### src/rtl/tmr_pkg.sv
package tmr_pkg;

    typedef enum logic [1:0] {
        MODE_PULSE  = 2'd0,
        MODE_RATE   = 2'd1,
        MODE_WAVE   = 2'd2,
        MODE_RETRIG = 2'd3
    } tmode_e;

    localparam int PSEL_W = 2;

    // control byte, bit 7 down to bit 0
    typedef struct packed {
        logic              ie;
        logic              ext_src;
        logic [PSEL_W-1:0] psel;
        tmode_e            mode;
        logic              pol;
        logic              run;
    } tctrl_t;

    localparam int CTRL_W = $bits(tctrl_t);

    localparam logic [1:0] ADDR_CTRL = 2'd0;
    localparam logic [1:0] ADDR_LO   = 2'd1;
    localparam logic [1:0] ADDR_HI   = 2'd2;

endpackage

### src/rtl/tmr_edge_sync.sv
module tmr_edge_sync #(
    parameter int STAGES = 2
) (
    input  logic clk,
    input  logic rst_n,
    input  logic din,
    output logic rise
);

    localparam int SH_W = STAGES + 1;

    typedef struct packed {
        logic [SH_W-1:0] sh;
    } sync_st_t;

    sync_st_t st_d, st_q;

    always_comb begin
        st_d    = st_q;
        st_d.sh = {st_q.sh[SH_W-2:0], din};
    end

    always_ff @(posedge clk or negedge rst_n) begin
        if (!rst_n) st_q <= '0;
        else        st_q <= st_d;
    end

    // the last synchronizer stage is high and the history stage is still low
    assign rise = st_q.sh[STAGES-1] & ~st_q.sh[STAGES];

endmodule

### src/rtl/tmr_prescale.sv
module tmr_prescale #(
    parameter int SEL_W = 2
) (
    input  logic             clk,
    input  logic             rst_n,
    input  logic             clr,
    input  logic             en,
    input  logic             ev,
    input  logic [SEL_W-1:0] sel,
    output logic             tick
);

    localparam int NSEL  = 1 << SEL_W;
    localparam int PRE_W = 2 * (NSEL - 1);

    typedef struct packed {
        logic [PRE_W-1:0] pre;
    } pre_st_t;

    pre_st_t          st_d, st_q;
    logic [PRE_W-1:0] mask_tab [NSEL];
    logic [PRE_W-1:0] mask;

    // divisor for select i is 4**i: a tick whenever the low 2*i bits are all ones
    generate
        for (genvar i = 0; i < NSEL; i++) begin : g_mask
            assign mask_tab[i] = PRE_W'((64'd1 << (2 * i)) - 64'd1);
        end
    endgenerate

    assign mask = mask_tab[sel];
    assign tick = en & ev & ~clr & ((st_q.pre & mask) == mask);

    always_comb begin
        st_d = st_q;
        if (clr)           st_d.pre = '0;
        else if (en && ev) st_d.pre = st_q.pre + 1'b1;
    end

    always_ff @(posedge clk or negedge rst_n) begin
        if (!rst_n) st_q <= '0;
        else        st_q <= st_d;
    end

endmodule

### src/rtl/tmr_count_core.sv
module tmr_count_core
    import tmr_pkg::*;
#(
    parameter int CNT_W = 16
) (
    input  logic             clk,
    input  logic             rst_n,
    input  logic             run,
    input  tmode_e           mode,
    input  logic             tick,
    input  logic             trig_rise,
    input  logic [CNT_W-1:0] load_val,
    output logic [CNT_W-1:0] cnt,
    output logic             active,
    output logic             tc,
    output logic             pre_clr
);

    typedef struct packed {
        logic [CNT_W-1:0] cnt;
        logic             active;
        logic             run_prev;
    } core_st_t;

    core_st_t st_d, st_q;
    logic     start;
    logic     retrig;
    logic     at_one;

    assign start  = run & ~st_q.run_prev;
    assign retrig = run & ~start & (mode == MODE_RETRIG) & trig_rise;
    assign at_one = (st_q.cnt == CNT_W'(1));

    always_comb begin
        st_d          = st_q;
        st_d.run_prev = run;
        tc            = 1'b0;
        if (!run) begin
            st_d.active = 1'b0;
        end else if (start) begin
            st_d.cnt    = load_val;
            st_d.active = (mode == MODE_PULSE);
        end else if (retrig) begin
            st_d.cnt    = load_val;
            st_d.active = 1'b1;
        end else begin
            if (mode == MODE_RATE) st_d.active = 1'b0;
            if (tick) begin
                unique case (mode)
                    MODE_PULSE, MODE_RETRIG: begin
                        if (st_q.active) begin
                            if (at_one) begin
                                st_d.cnt    = '0;
                                st_d.active = 1'b0;
                                tc          = 1'b1;
                            end else begin
                                st_d.cnt = st_q.cnt - 1'b1;
                            end
                        end
                    end
                    MODE_RATE: begin
                        if (at_one) begin
                            st_d.cnt    = load_val;
                            st_d.active = 1'b1;
                            tc          = 1'b1;
                        end else begin
                            st_d.cnt = st_q.cnt - 1'b1;
                        end
                    end
                    default: begin
                        if (at_one) begin
                            st_d.cnt    = load_val;
                            st_d.active = ~st_q.active;
                            tc          = 1'b1;
                        end else begin
                            st_d.cnt = st_q.cnt - 1'b1;
                        end
                    end
                endcase
            end
        end
    end

    always_ff @(posedge clk or negedge rst_n) begin
        if (!rst_n) st_q <= '0;
        else        st_q <= st_d;
    end

    assign cnt     = st_q.cnt;
    assign active  = st_q.active;
    assign pre_clr = start | retrig;

endmodule

### src/rtl/pulse_down_timer.sv
module pulse_down_timer
    import tmr_pkg::*;
#(
    parameter int DATA_W      = 8,
    parameter int SYNC_STAGES = 2
) (
    input  logic                  clk,
    input  logic                  rst_n,
    input  logic                  wr_en,
    input  logic [1:0]            wr_addr,
    input  logic [DATA_W-1:0]     wr_data,
    input  logic                  ext_clk,
    input  logic                  trig_in,
    output logic                  tmr_out,
    output logic                  irq,
    output logic [2*DATA_W-1:0]   count
);

    localparam int CNT_W = 2 * DATA_W;

    typedef struct packed {
        tctrl_t            ctrl;
        logic [DATA_W-1:0] lo;
        logic [DATA_W-1:0] hi;
        logic              irq;
    } top_st_t;

    top_st_t          st_d, st_q;
    logic             ext_rise;
    logic             trig_rise;
    logic             src_ev;
    logic             tick;
    logic             tc;
    logic             pre_clr;
    logic             core_active;
    logic [CNT_W-1:0] load_val;
    logic             ctrl_wr;

    assign load_val = {st_q.hi, st_q.lo};
    assign ctrl_wr  = wr_en && (wr_addr == ADDR_CTRL);

    always_comb begin
        st_d = st_q;
        if (wr_en) begin
            unique case (wr_addr)
                ADDR_CTRL: st_d.ctrl = tctrl_t'(wr_data[CTRL_W-1:0]);
                ADDR_LO:   st_d.lo   = wr_data;
                ADDR_HI:   st_d.hi   = wr_data;
                default:   ;
            endcase
        end
        if (ctrl_wr)              st_d.irq = 1'b0;
        if (tc && st_q.ctrl.ie)   st_d.irq = 1'b1;
    end

    always_ff @(posedge clk or negedge rst_n) begin
        if (!rst_n) st_q <= '0;
        else        st_q <= st_d;
    end

    tmr_edge_sync #(.STAGES(SYNC_STAGES)) u_ext_sync (
        .clk  (clk),
        .rst_n(rst_n),
        .din  (ext_clk),
        .rise (ext_rise)
    );

    tmr_edge_sync #(.STAGES(SYNC_STAGES)) u_trig_sync (
        .clk  (clk),
        .rst_n(rst_n),
        .din  (trig_in),
        .rise (trig_rise)
    );

    assign src_ev = st_q.ctrl.ext_src ? ext_rise : 1'b1;

    tmr_prescale #(.SEL_W(PSEL_W)) u_pre (
        .clk  (clk),
        .rst_n(rst_n),
        .clr  (pre_clr),
        .en   (st_q.ctrl.run),
        .ev   (src_ev),
        .sel  (st_q.ctrl.psel),
        .tick (tick)
    );

    tmr_count_core #(.CNT_W(CNT_W)) u_core (
        .clk      (clk),
        .rst_n    (rst_n),
        .run      (st_q.ctrl.run),
        .mode     (st_q.ctrl.mode),
        .tick     (tick),
        .trig_rise(trig_rise),
        .load_val (load_val),
        .cnt      (count),
        .active   (core_active),
        .tc       (tc),
        .pre_clr  (pre_clr)
    );

    // gated by run so the pin is inactive in the same cycle the timer stops
    assign tmr_out = (st_q.ctrl.run && core_active) ? st_q.ctrl.pol : ~st_q.ctrl.pol;
    assign irq     = st_q.irq;

endmodule

### config.mk
export PLATFORM = sky130hd
export DESIGN_NAME = pulse_down_timer
export DESIGN_NICKNAME = d
export VERILOG_FILES = /design/src/rtl/tmr_pkg.sv /design/src/rtl/tmr_edge_sync.sv /design/src/rtl/tmr_prescale.sv /design/src/rtl/tmr_count_core.sv /design/src/rtl/pulse_down_timer.sv
export SDC_FILE = /design/constraint.sdc
export NUM_CORES = 1
export LEC_CHECK = 0
export ABC_AREA = 1
export CAP_MARGIN = 20
export CELL_PAD_IN_SITES_DETAIL_PLACEMENT = 0
export CELL_PAD_IN_SITES_GLOBAL_PLACEMENT = 2
export CORE_UTILIZATION = 30
export DETAILED_ROUTE_END_ITERATION = 10
export PLACE_DENSITY_LB_ADDON = 0.1
export SYNTH_ARGS = -nofsm -noshare
export SYNTH_HDL_FRONTEND = slang
export SYNTH_SLANG_ARGS = --single-unit
### constraint.sdc
create_clock -name clk -period 1.6 [get_ports clk]
set_input_delay 0.32 -clock clk [delete_from_list [all_inputs] [get_ports clk]]
set_output_delay 0.32 -clock clk [all_outputs]
set_load 0.05 [all_outputs]
==> results of run 1 <==
## worst paths after layout
kind                                          start             endpoint  cells past startpoint
worst min-delay path            u_trig_sync.st_q[0]  u_trig_sync.st_q[1]                      0
max in group asynchronous                     rst_n   u_ext_sync.st_q[1]                      3
worst min register to register  u_trig_sync.st_q[0]  u_trig_sync.st_q[1]                      0
min in group asynchronous                     rst_n        u_core.cnt[5]                      3
worst max register to register        u_core.cnt[1]        u_core.cnt[0]                     11
worst max-delay path                  u_core.cnt[1]        u_core.cnt[0]                     11
## logic make-up after synthesis
kind of cell / after synthesis / synth area share (%)
AOI/OAI and AO/OA: 57 / 9.759
adders and majority gates: 7 / 2.766
xor gates and xnor gates: 8 / 2.213
muxes: 3 / 0.9483
and+or+nand+nor: 209 / 29.16
buffers and inverters: 74 / 11.69
DFF: 55 / 43.46
## power by group through the flow
stage	registers [W]	logic [W]	clock network, W
after floorplan	0.00199	0.00207	0
after global placement	0.00196	0.00385	0
after detailed placement	0.00197	0.00385	0
after CTS	0.00196	0.00412	0.00102
after global routing	0.00201	0.00460	0.00106
final	0.00197	0.00428	0.000976
## timing repair
action	CTS	global route
gates cloned	2	0
setup endpoints to repair	19	21
resized for setup	55	35
setup buffers	7	4
pin swaps	13	16
hold buffers	1	0
hold endpoints to repair	29	0
## flip-flops by register name, indices dropped and copies added, names as in the netlist
register	flops
load_val	16
u_core.cnt	16
st_q	8
u_pre.st_q	6
u_ext_sync.st_q	3
u_trig_sync.st_q	3
irq	1
u_core.active	1
u_core.st_q	1
## per-stage QoR
step,instances,power (W),worst slack (ps),utilization (%),setup TNS (ps)
2_1_floorplan,413,0.004062,-1.609,-,-1.609
3_3_place_gp,624,0.005809,-244.8,40.86,-2830
3_5_place_dp,624,0.005816,-285.3,40.86,-3608
4_1_cts,642,0.007094,-112.4,44.81,-1554
5_1_grt,646,0.007680,-210.3,46.27,-3268
6_report,646,0.007222,-136.9,46.27,-1453
## synthesized netlist by cell type (2+ instances only)
cell,count
buf_4,16
clkbuf_1,3
a21oi_1,21
nor2_4,5
mux2i_1,3
nor2_2,3
dfrtp_1,55
nand3_1,24
nor3_1,9
ha_1,7
o21ai_1,2
nand2_1,114
nand4_1,2
xor2_1,7
o21ai_0,29
inv_1,49
nand2_4,2
nor2_1,43
nand2_2,4
buf_6,4
## area by class of cell
cell class              count  area share [%]
multi-input cells         286           36.17
inverters                  50           4.025
flip-flops and latches     55           28.97
clock buffers               5           1.447
clock inverters             3          0.9997
repair buffers            111           24.81
well taps                 136           3.578
## per-layer routing
metal  up-vias  GRT usage, %
met5         -             0
met4         0         5.433
met3         9         2.620
met2        46         29.09
met1      1356         23.66
li1       1487             -
## worst reg2reg max path: stages, from the launching register on
cell and delay (ps):
dfrtp_1 400, inv_2 90, ha_4 130, inv_2 20, nor2_1 70, nand2_1 90
nor2_4 160, nand3_4 100, nor2_4 230, buf_6 180, nand2_1 60, a21oi_1 120
==> impl_metrics.py, run 1 <==
metrics = {
    "global_routing": {
        "antenna_found_initial": 0,
        "track_usage_pct": 17.59,
        "grt_pass1_vias": 2915,
        "grt_pass1_wl_mm": 14.87,
        "grt_max_degree": 56,
        "grt-ovfl-total": 0,
    },
    "final_layout": {
        "drive_above_1_share_pct": 37.45,
        "postLayoutCellArea_mm2": 0.004756,
        "regArea_mm2": 0.001378,
        "multi_input_area_mm2": 0.001720,
        "antennaDiodeCount": 0,
        "final_cell_mix": "nand2_1, buf_4, dfrtp_1, inv_1, nor2_1",
        "area_delta_synth_final_pct": 50.18,
        "layout.cells.most_common": "nand2_1",
        "fill_cells": 1076,
        "nNetsFinal": 531,
    },
    "place": {
        "dpl-instance-area_mm2": 0.004199,
        "io_buffer_count": 32,
        "dp_hpwl_mm": 6.671,
        "gp_congestion": 0.7955,
    },
    "critical_path": {
        "cp_cell_sequence": "inv_2 > ha_4 > inv_2 > nor2_1 > nand2_1 > nor2_4 > nand3_4 > nor2_4 > buf_6 > nand2_1 > a21oi_1",
        "critical_path_required_ps": 1850,
        "crit_type": "flip-flop to flip-flop",
        "cpLargestDelayFamily": "simple AND/OR/NAND/NOR gates",
        "end_kind": "flip-flop",
        "crit_buf_inv": 3,
        "cp_slowest_cell": "dfrtp_1",
        "worstPathArrival_ps": 1990,
        "path_max_fanout": 6,
        "slowest_delay_ps": 400,
        "setup.worst_path.start_class": "flip-flop",
        "rrSetupSlack_ps": -140,
    },
    "detailed_routing": {
        "wl_met2_mm": 4.229,
        "drc": 0,
        "wl_per_cell_um": 14.06,
        "dr_wl_met3_um": 257,
        "top_layer": "met4",
        "wl_met1_mm": 4.441,
        "wirelength_mm": 9.081,
        "first_iter_violations": 104,
        "vias": 2898,
        "first_pass_iters": 4,
        "drt-vias-per-instance": 4.486,
        "ant_nets": 0,
    },
    "sta": {
        "report.final.slew_viol_count": 0,
        "fin_worst_skew_ps": 14.46,
        "whs_ps": 357.4,
        "worst_pin_slew_ps": 321.3,
        "worst_slack_ps": -136.9,
        "maxSlewHeadroom_pct": 78.58,
        "fin_crit_sh_pct": 108.6,
        "fmax_mhz": 575.7,
        "rsz0062_at_grt": "yes",
        "finalCriticalPeriod_ps": 1737,
        "setup_viol": 18,
        "hold_violations": 0,
    },
    "floorplan": {
        "ioPinCount": 33,
        "die_w_um": 104.7,
        "core_mm2": 0.01028,
        "start_util_pct": 30.81,
        "dieArea_mm2": 0.01097,
        "die_y_um": 104.7,
        "rows": 37,
    },
    "logic_synthesis": {
        "netlist_top_cells_area": "dfrtp_1, nand2_1, inv_1, nor2_1, o21ai_0",
        "synth.top_cell.area_share_pct": 43.46,
        "avgSynthCellArea_um2": 7.668,
        "async_flop_share_pct": 100.0,
        "synth_fp_nets": 435,
        "synth_edf_count": 0,
        "synth_sequential_area_ratio_pct": 43.46,
        "ys.flop_type": "dfrtp_1",
        "ys_ff_latch": 55,
        "yosysTopAreaCell": "dfrtp_1",
        "yosysWarnings": 0,
        "synthCells": 413,
        "yosysUniqueCellTypes": 31,
        "synth_area_mm2": 0.003167,
    },
    "clock_network": {
        "cts_max_level": 2,
        "cts-root-buf": "clkbuf_8",
        "clock_sinks": 55,
        "clk_pin_slew_ps": 110,
        "worst_skew_pair.late_latency_ps": 330,
        "cts_buffers": 5,
        "clockBufferDepth": 2,
        "cts_tree": "yes",
    },
    "outcome": {
        "violations": "setup timing",
        "status": "finished, violations left",
    },
    "pwr": {
        "switching_share_pct": 42.18,
        "comb_power_share_pct": 59.2,
        "ir_drop_v": 0.0007323,
        "clockPowerShare_pct": 13.5,
        "leakagePower_nw": 2.220,
        "seq_power_share_pct": 27.3,
        "power.switching_w": 0.003046,
        "power_density_mw_per_mm2": 1519,
        "p_int_w": 0.004176,
    },
    "run": {
        "cap_violations": 0,
    },
    "min_path": {
        "hold_class": "flip-flop to flip-flop",
    },
}
Power figures use the tool's default switching activity.
==> run 2: changes to the inputs <==
--- a/config.mk
+++ b/config.mk
@@ -15,3 +15,4 @@
 export SYNTH_ARGS = -nofsm -noshare
 export SYNTH_HDL_FRONTEND = slang
 export SYNTH_SLANG_ARGS = --single-unit
+export TNS_END_PERCENT = 30
==> run 2 against run 1 <==
  * The flow still finishes with violations (setup timing)
  * Largest power group unchanged
  * Core utilization shrank 1.1 points
  * Largest cell class unchanged
  * Critical path type unchanged
  * First-iteration DRC count increased by 12%
  * Maximum frequency increased by 1.2%
==> impl_metrics.py, run 2 (same netlist as run 1, synthesis figures left out) <==
metrics = {
    "detailed_routing": {
        "wl_met2_mm": 4.209,
        "first_iter_violations": 116,
        "first_pass_iters": 4,
        "drt-vias-per-instance": 4.499,
        "drc": 0,
        "top_layer": "met4",
        "wl_met1_mm": 4.410,
        "vias": 2893,
        "wl_per_cell_um": 14.06,
        "ant_nets": 0,
        "wirelength_mm": 9.040,
        "dr_wl_met3_um": 258,
    },
    "pwr": {
        "seq_power_share_pct": 27.6,
        "comb_power_share_pct": 58.6,
        "power_density_mw_per_mm2": 1528,
        "p_total_w": 0.007096,
        "switching_share_pct": 42.10,
        "leakagePower_nw": 2.171,
        "ir_drop_v": 0.0007142,
        "p_int_w": 0.004109,
        "clockPowerShare_pct": 13.7,
        "power.switching_w": 0.002988,
    },
    "global_routing": {
        "grt-ovfl-total": 0,
        "antenna_found_initial": 0,
        "grt_pass1_wl_mm": 14.70,
        "grt_max_degree": 56,
        "grt_pass1_vias": 2874,
        "track_usage_pct": 17.42,
    },
    "final_layout": {
        "final_cell_mix": "nand2_1, buf_4, dfrtp_1, inv_1, nor2_1",
        "postLayoutCellArea_mm2": 0.004644,
        "regArea_mm2": 0.001378,
        "fill_cells": 1077,
        "layout.cells.most_common": "nand2_1",
        "final-instance-count-excl-fill": 643,
        "multi_input_area_mm2": 0.001652,
        "drive_above_1_share_pct": 34.32,
        "antennaDiodeCount": 0,
        "nNetsFinal": 528,
        "area_delta_synth_final_pct": 46.66,
    },
    "clock_network": {
        "cts-root-buf": "clkbuf_8",
        "clock_sinks": 55,
        "cts_tree": "yes",
        "clockBufferDepth": 2,
        "cts_buffers": 5,
        "clk_pin_slew_ps": 110,
        "worst_skew_pair.late_latency_ps": 330,
        "cts_max_level": 2,
    },
    "outcome": {
        "violations": "setup timing",
        "status": "finished, violations left",
    },
    "sta": {
        "maxSlewHeadroom_pct": 78.57,
        "fin_crit_sh_pct": 107.3,
        "whs_ps": 357.1,
        "hold_violations": 0,
        "finalCriticalPeriod_ps": 1716,
        "worst_pin_slew_ps": 321.4,
        "fin_worst_skew_ps": 16.48,
        "setup_viol": 18,
        "report.final.slew_viol_count": 0,
        "fmax_mhz": 582.7,
        "worst_slack_ps": -116.3,
        "fin_setup_tns_ps": -1296,
        "rsz0062_at_grt": "yes",
    },
    "critical_path": {
        "worstPathArrival_ps": 1970,
        "critical_path_required_ps": 1860,
        "cp_slowest_cell": "dfrtp_1",
        "end_kind": "flip-flop",
        "setup.worst_path.start_class": "flip-flop",
        "cp_cell_sequence": "inv_2 > ha_4 > inv_2 > nor2_1 > nand2_1 > nor2_4 > nand3_4 > nor2_4 > buf_6 > nand2_1 > a21oi_1",
        "path_max_fanout": 6,
        "crit_type": "flip-flop to flip-flop",
        "slowest_delay_ps": 400,
    },
    "place": {
        "gp_congestion": 0.7955,
        "dpl-instance-area_mm2": 0.004199,
        "dp.cells": 624,
        "dp_hpwl_mm": 6.671,
        "io_buffer_count": 32,
    },
    "floorplan": {
        "core_mm2": 0.01028,
        "rows": 37,
        "die_y_um": 104.7,
        "start_util_pct": 30.81,
        "die_w_um": 104.7,
        "ioPinCount": 33,
        "dieArea_mm2": 0.01097,
    },
    "min_path": {
        "hold_class": "flip-flop to flip-flop",
    },
    "run": {
        "cap_violations": 0,
    },
}
[run 2: cell count changes in the layout (fill, tap and decap cells not counted), sizes merged]
cell / delta
buf: -3
[run 2: layout make-up]
| cell class | instances | area share, % |
|---|---|---|
| clock inverters | 3 | 1.024 |
| multi-input cells | 286 | 35.56 |
| well taps | 136 | 3.664 |
| repair buffers | 108 | 24.54 |
| inverters | 50 | 4.068 |
| flip-flops and latches | 55 | 29.66 |
| clock buffers | 5 | 1.482 |
[run 2: per-layer routing]
layer / vias up / global-route usage, %
li1: 1484 / -
met1: 1355 / 23.54
met2: 43 / 28.62
met3: 11 / 2.620
met4: 0 / 5.433
met5: - / 0
[run 2: worst paths after layout]
kind	startpoint	endpoint	slack, ps	cells past startpoint
min in group asynchronous	rst_n	u_core.cnt[5]	520	3
min reg2reg	u_trig_sync.st_q[0]	u_trig_sync.st_q[1]	360	0
max reg2reg	u_core.cnt[1]	u_core.cnt[0]	-120	11
min	u_trig_sync.st_q[0]	u_trig_sync.st_q[1]	360	0
max	u_core.cnt[1]	u_core.cnt[0]	-120	11
max in group asynchronous	rst_n	u_core.st_q[0]	800	3
[run 2: timing repair]
| item | 4_1_cts | 5_1_grt |
|---|---|---|
| setup buffers | 6 | 2 |
| pin swaps | 11 | 4 |
| hold buffers | 1 | 0 |
| endpoints found under the setup margin | 19 | 21 |
| gates cloned | 2 | 0 |
| gates resized for setup | 42 | 27 |
| hold endpoints to repair | 29 | 0 |
[run 2: critical path: cells and delay by family, from the launching register on]
kind	cells	cell delay, ps
buffers and inverters	3	270
adder cells (fa/ha/maj)	1	120
AO/OA/AOI/OAI	1	130
flip-flops	1	400
AND/OR/NAND/NOR	6	710
[run 2: power groups by stage]
stage / Sequential [W] / Combinational (W) / Clock [W]
4_1_cts: 0.00195 / 0.00408 / 0.00102
5_1_grt: 0.00200 / 0.00448 / 0.00106
3_5_place_dp: 0.00197 / 0.00385 / 0
2_1_floorplan: 0.00199 / 0.00207 / 0
3_3_place_gp: 0.00196 / 0.00385 / 0
6_report: 0.00196 / 0.00416 / 0.000975
[run 2: through the flow]
step / setup slack (ps) / util (%)
after floorplan: -1.609 / -
after global placement: -244.8 / 40.86
after detailed placement: -285.3 / 40.86
after CTS: -112.4 / 44.27
after global routing: -217.7 / 45.19
final: -116.3 / 45.19
